**src/rtl/usr_pkg.sv**
```systemverilog
// Package: shared mode encoding for the universal shift register.
// Assumes the two-bit select is ordered {high select, low select}.
package usr_pkg;
    typedef enum logic [1:0] {
        MODE_HOLD = 2'b00,
        MODE_SHR  = 2'b01,
        MODE_SHL  = 2'b10,
        MODE_LOAD = 2'b11
    } usr_mode_e;
endpackage

```
**src/rtl/usr_rst_sync.sv**
```systemverilog
// Reset release synchroniser: asserts at once, releases after STAGES edges.
// Assumes STAGES >= 2.
module usr_rst_sync #(
    parameter int STAGES = 2
) (
    input  logic clk,
    input  logic rst_n,
    output logic rst_sync_n
);
    logic [STAGES-1:0] chain_q;

    // Shift ones in after release; clear the chain immediately on assertion.
    always_ff @(posedge clk or negedge rst_n) begin
        if (!rst_n) chain_q <= '0;
        else        chain_q <= {chain_q[STAGES-2:0], 1'b1};
    end

    assign rst_sync_n = chain_q[STAGES-1];
endmodule

```
**src/rtl/usr_stage.sv**
```systemverilog
// One register slice: a four-way next-state mux and a flip-flop.
// Assumes the neighbours are wired by the parent; reset is asynchronous.
module usr_stage
    import usr_pkg::*;
(
    input  logic      clk,
    input  logic      rst_n,
    input  usr_mode_e mode,
    input  logic      from_lower,
    input  logic      from_upper,
    input  logic      par_in,
    output logic      q
);
    logic next_d;

    // Select the value this slice takes on the next rising edge.
    always_comb begin
        unique case (mode)
            MODE_HOLD: next_d = q;
            MODE_SHR:  next_d = from_lower;
            MODE_SHL:  next_d = from_upper;
            default:   next_d = par_in;
        endcase
    end

    // Storage flop, cleared whenever the reset is low.
    always_ff @(posedge clk or negedge rst_n) begin
        if (!rst_n) q <= 1'b0;
        else        q <= next_d;
    end
endmodule

```
**src/rtl/usr_out_ctrl.sv**
```systemverilog
// Drive-enable decode for the shared parallel lines.
// Assumes both enables are active low; load mode always releases the lines.
module usr_out_ctrl
    import usr_pkg::*;
#(
    parameter int W = 8
) (
    input  usr_mode_e      mode,
    input  logic           oe_a_n,
    input  logic           oe_b_n,
    output logic [W-1:0]   pio_oe
);
    logic drive_en;

    // Drive only with both enables low and no external load pending.
    always_comb begin
        drive_en = !oe_a_n && !oe_b_n && (mode != MODE_LOAD);
        pio_oe   = {W{drive_en}};
    end
endmodule

```
**src/rtl/usr_shift_reg.sv**
```systemverilog
// Top: W-stage universal shift register with shared parallel I/O.
// Assumes W >= 2. The reset clears at once and is released on the clock.
module usr_shift_reg
    import usr_pkg::*;
#(
    parameter int W          = 8,
    parameter int SYNC_DEPTH = 2
) (
    input  logic         clk,
    input  logic         rst_n,
    input  logic [1:0]   mode_sel,
    input  logic         oe_a_n,
    input  logic         oe_b_n,
    input  logic         ser_right_in,
    input  logic         ser_left_in,
    input  logic [W-1:0] pio_in,
    output logic [W-1:0] pio_out,
    output logic [W-1:0] pio_oe,
    output logic         end_lo,
    output logic         end_hi
);
    localparam int TOP = W - 1;

    usr_mode_e    mode;
    logic         rst_sync_n;
    logic [W-1:0] q;

    assign mode = usr_mode_e'(mode_sel);

    usr_rst_sync #(.STAGES(SYNC_DEPTH)) u_rst_sync (
        .clk        (clk),
        .rst_n      (rst_n),
        .rst_sync_n (rst_sync_n)
    );

    for (genvar i = 0; i < W; i++) begin : g_stage
        logic lower_src;
        logic upper_src;
        if (i == 0) begin : g_lo_end
            assign lower_src = ser_right_in;
        end else begin : g_lo_mid
            assign lower_src = q[i-1];
        end
        if (i == TOP) begin : g_hi_end
            assign upper_src = ser_left_in;
        end else begin : g_hi_mid
            assign upper_src = q[i+1];
        end
        usr_stage u_stage (
            .clk        (clk),
            .rst_n      (rst_sync_n),
            .mode       (mode),
            .from_lower (lower_src),
            .from_upper (upper_src),
            .par_in     (pio_in[i]),
            .q          (q[i])
        );
    end

    usr_out_ctrl #(.W(W)) u_out_ctrl (
        .mode   (mode),
        .oe_a_n (oe_a_n),
        .oe_b_n (oe_b_n),
        .pio_oe (pio_oe)
    );

    assign pio_out = q;
    assign end_lo  = q[0];
    assign end_hi  = q[TOP];

    // any edge seen while the internal reset is low finds the word clear.
    p_clear_in_reset_r1: assert property (@(posedge clk)
        !rst_sync_n |-> (q == '0));

    // hold keeps the word.
    p_hold_r3: assert property (@(posedge clk) disable iff (!rst_sync_n)
        (mode_sel == 2'b00) |=> (q == $past(q)));

    // right shift moves each stage up and admits the right serial bit.
    p_shr_r4: assert property (@(posedge clk) disable iff (!rst_sync_n)
        (mode_sel == 2'b01) |=> (q == {$past(q[TOP-1:0]), $past(ser_right_in)}));

    // left shift moves each stage down and admits the left serial bit.
    p_shl_r5: assert property (@(posedge clk) disable iff (!rst_sync_n)
        (mode_sel == 2'b10) |=> (q == {$past(ser_left_in), $past(q[TOP:1])}));

    // parallel load captures the shared lines.
    p_load_r6: assert property (@(posedge clk) disable iff (!rst_sync_n)
        (mode_sel == 2'b11) |=> (q == $past(pio_in)));

    // lines are released in load mode or with either enable high.
    p_release_r7: assert property (@(posedge clk) disable iff (!rst_n)
        ((mode_sel == 2'b11) || oe_a_n || oe_b_n) |-> (pio_oe == '0));
endmodule

```
**config.mk**
```make
export PLATFORM = sky130hd
export DESIGN_NAME = usr_shift_reg
export DESIGN_NICKNAME = d
export VERILOG_FILES = /design/src/rtl/usr_pkg.sv /design/src/rtl/usr_rst_sync.sv /design/src/rtl/usr_stage.sv /design/src/rtl/usr_out_ctrl.sv /design/src/rtl/usr_shift_reg.sv
export SDC_FILE = /design/constraint.sdc
export NUM_CORES = 1
export LEC_CHECK = 0
export CORE_MARGIN = 3
export CORE_UTILIZATION = 40
export CTS_BUF_LIST = sky130_fd_sc_hd__clkbuf_8
export DETAILED_ROUTE_END_ITERATION = 16
export PLACE_DENSITY = 0.92
export REMOVE_ABC_BUFFERS = 1
export SYNTH_ARGS = -nofsm -noshare
export SYNTH_HDL_FRONTEND = slang
export SYNTH_SLANG_ARGS = --single-unit
```
**constraint.sdc**
```tcl
create_clock -name clk -period 2 [get_ports clk]
set_clock_uncertainty 0.05 [all_clocks]
set_input_delay 0.4 -clock clk [delete_from_list [all_inputs] [get_ports clk]]
set_output_delay 0.4 -clock clk [all_outputs]
set_load 0.05 [all_outputs]
```
[After elaboration in Yosys (flattened, before gate mapping)]
Index checks and enable logic that the tools add are counted.
Storage, ports and cells
  register bits: 10
  word-level logic and storage cells: 25
  bits of input ports: 16
  output and inout port bits: 18
Operators by class
  muxes and demuxes: 8
  equality and inequality tests: 3
  reductions and logical operators: 5
Operator list (count)
  1-bit case mux with 3 select lines: 8
  2-bit by 1-bit equality test with 1-bit output, second input constant: 1
  2-bit equality test, second input constant: 1
  1-bit logical AND: 2
  1-bit zero test: 2
  2-bit zero test: 1
  2-bit inequality test, second input constant: 1

[Longest topological paths before layout]
  word-level depth: 3
  depth in mapped cells: 7
  depth with buffers taken out: 5

[By module]
From an unflattened synthesis, not the netlist that was laid out.
Second synthesis, totals
  cells, all modules: 108
  area total of the unflattened synthesis: 1047.3 µm²
Modules (own cells, without submodules)
  usr_stage: seq. area each 25.0 µm², cells an instance 11, times used 8, area each 107.6 µm²
  usr_out_ctrl: seq. area each 0.0 µm², cells an instance 9, times used 1, area each 72.6 µm²
  usr_shift_reg: seq. area each 0.0 µm², cells an instance 8, times used 1, area each 60.1 µm²
  usr_rst_sync: seq. area each 50.0 µm², cells an instance 3, times used 1, area each 53.8 µm²

[Least setup slack after synthesis]
Ideal clock, no wire load.
  path kind: in2out
  from: input mode_sel[0]
  to: output pio_oe[0]
  arrival time: 1.345 ns
  stages on the path: 3
  data required time: 1.550 ns
  slack: 0.205 ns
  buffers on the path: 1
  cells stage by stage: ha_1 nor3_1 buf_4
Between the ends
  longest elaborated chain between the ends: 2
RTL lines
  start, declared: line usr_shift_reg.sv:11  | input logic [1:0] mode_sel,
  2-bit inequality test: line usr_out_ctrl.sv:17  | drive_en = !oe_a_n && !oe_b_n && (mode != MODE_LOAD);
  1-bit logical AND: line usr_out_ctrl.sv:17
  end, declared: line usr_shift_reg.sv:18  | output logic [W-1:0] pio_oe,
Every way passes these cells.

[Final worst setup path]
  from: register g_stage[0].u_stage.q
  to: output end_lo
RTL lines
  start, declared: line usr_stage.sv:12  | output logic q
  start signal, assigned: line usr_stage.sv:29  | else q <= next_d;
  end, declared: line usr_shift_reg.sv:19  | output logic end_lo,
No word-level cell between the ends.

==> out/qor.yml <==
ant_nets: 0
rsz0062_at_grt: "false"
ys_warn_count: 0
post-route-util: 0.668
worstMarginPinSlew_ps: 496
drt_iter0_drc: 9
cts_made_buffers: 3
grt_pass1_vias: 537
critical-path-top-delay-family: "buffers and inverters"
min_period_over_period: 0.959
insertion_delay_ps: 240
die-area_mm2: 0.00220
die_w_um: 46.9
synth_cells: 72
initial_core_util: 0.435
drive_above_1_share: 0.250
wl_um: 1570
drcViolationCount: 0
peakVddDrop_uv: 492
antenna_found_initial: 0
clk_pin_slew_ps: 50
cts.sinks: 10
seq_area_frac_synth: 0.373
r2r_start: "g_stage[4].u_stage.q"
post-dp-hpwl_um: 1230
fin_total_pwr_mw: 0.886
boundaryPins: 34
netlist_area_um2: 671
cts_tree: "built"
power.density_mw_per_mm2: 860
cts_buffer_depth: 2
wl_per_cell_um: 14.5
setup_viol: 0
synth_area_per_cell_um2: 9.31
viasPerCell: 5.43
yosys.cell_types.count: 11
fmax_ghz: 0.521
path_max_fanout: 4
status: "finished clean"
fin_nets: 113
overflow: 0
slew_headroom: 0.668
num_rows: 14
grt_pass1_wl_um: 2360
critPathMaxStageDelay_ps: 830
hp-class: "reg -> async"
worst-path-buf-inv: 1
hold_viol: 0
vias: 586
dr.pass1.iters: 4
critPathLaunch: "g_stage[0].u_stage.q"
die-height_um: 46.9
htreeDepth: 1
maxSlewViolCount: 0
crit_arrival_ps: 1470
worst_path_max_delay_cell: "clkdlybuf4s50_1"
core_area_mm2: 0.00154
cp-start-kind: "flop"
crit_chain: "clkdlybuf4s50_1"
period_minus_slack_ps: 1920
post_cts_buffers: 0
grt_max_degree: 17
p_leak_nw: 0.443
areaGrowthSynthToFinish_pct: 53.5
cts-root-buf: "clkbuf_8"
synth_seq_cells: 10
max_cap_viol_count: 0
portBuffers: 33
crit_required_ps: 1550
gp_congestion: 0.790
worstSetupPathType: "reg -> out"
grt_use_total: 0.163
end_kind: "output port"
antennaDiodeCount: 0
-- timing repair --
action                     4_1_cts  5_1_grt
resized for setup                4        0
setup endpoints to repair        8        0
hold buffers                     0        0
-- cell usage after synthesis, drive strengths merged --
cell | count | area, µm²
nor3 | 17 | 85.1
inv | 2 | 7.51
buf | 20 | 143
dfrtp | 10 | 250
nand2b | 1 | 6.26
clkbuf | 1 | 5.00
a221oi | 8 | 70.1
nor2b | 8 | 50.1
ha | 4 | 50.1
conb | 1 | 3.75
-- report_power, final --
part | internal, mW | switching [mW]
Combinational | 0.141 | 0.220
Clock | 0.173 | 0.0838
Sequential | 0.232 | 0.0349
Total | 0.547 | 0.339
-- layout by cell type, fill, tap and decap left out --
cell,n
a221oi_1,8
buf_12,8
buf_4,9
buf_6,1
clkbuf_8,4
clkdlybuf4s50_1,17
conb_1,1
dfrtp_1,10
dlygate4sd2_1,2
ha_1,4
inv_1,2
nand2b_1,1
nor2b_1,8
nor3_1,16
nor3_2,1
-- flip-flops by register name (all words and copies together) (netlist names) --
signal / cells
g_stage.u_stage.q: 8
u_rst_sync.chain_q: 2
-- cell type report --
type	count	area, µm²
Inverter	2	7.51
Sequential cell	10	250
Clock buffer	4	55.1
Timing Repair Buffer	37	427
Multi-Input combinational cell	39	270
Tap cell	16	20.0
Fill cell	132	512
-- through the flow --
step	hold slack, ps	instances	area [µm²]	setup TNS, ps	setup WS, ps
global placement	73.1	104	968	-479	-60.4
global route	116	108	1030	0	38.9
CTS	98.4	108	1030	0	76.1
floorplan	44.6	51	523	-55670	-6960
finish	80.5	108	1030	0	82.2
detailed placement	93.6	104	968	-1110	-132
-- worst paths after layout --
kind	endpoint	slack (ps)	cells past startpoint
worst max-delay path	end_lo	80	1
worst min-delay path	g_stage[4].u_stage.q	80	0
worst max register to register	g_stage[5].u_stage.q	990	2
worst min register to register	g_stage[4].u_stage.q	80	0
max in group asynchronous	u_rst_sync.chain_q[1]	1520	1
min in group clk	u_rst_sync.chain_q[1]	300	0
-- kinds of logic after synthesis --
family                     synth area share
DFF                                   0.373
buffers and inverters                 0.231
other                               0.00559
adders and majority gates            0.0746
AOI/OAI and AO/OA                     0.104
and+or+nand+nor                       0.211
-- metal layers --
metal | share of wire | vias to the layer above | track usage
li1 | - | 276 | -
met1 | 0.34 | 271 | 0.162
met4 | 0.029 | 0 | 0.116
met2 | 0.52 | 34 | 0.271
met3 | 0.11 | 5 | 0.0690
met5 | 0 | - | 0
Note: power is estimated with default switching activity, not from simulation.
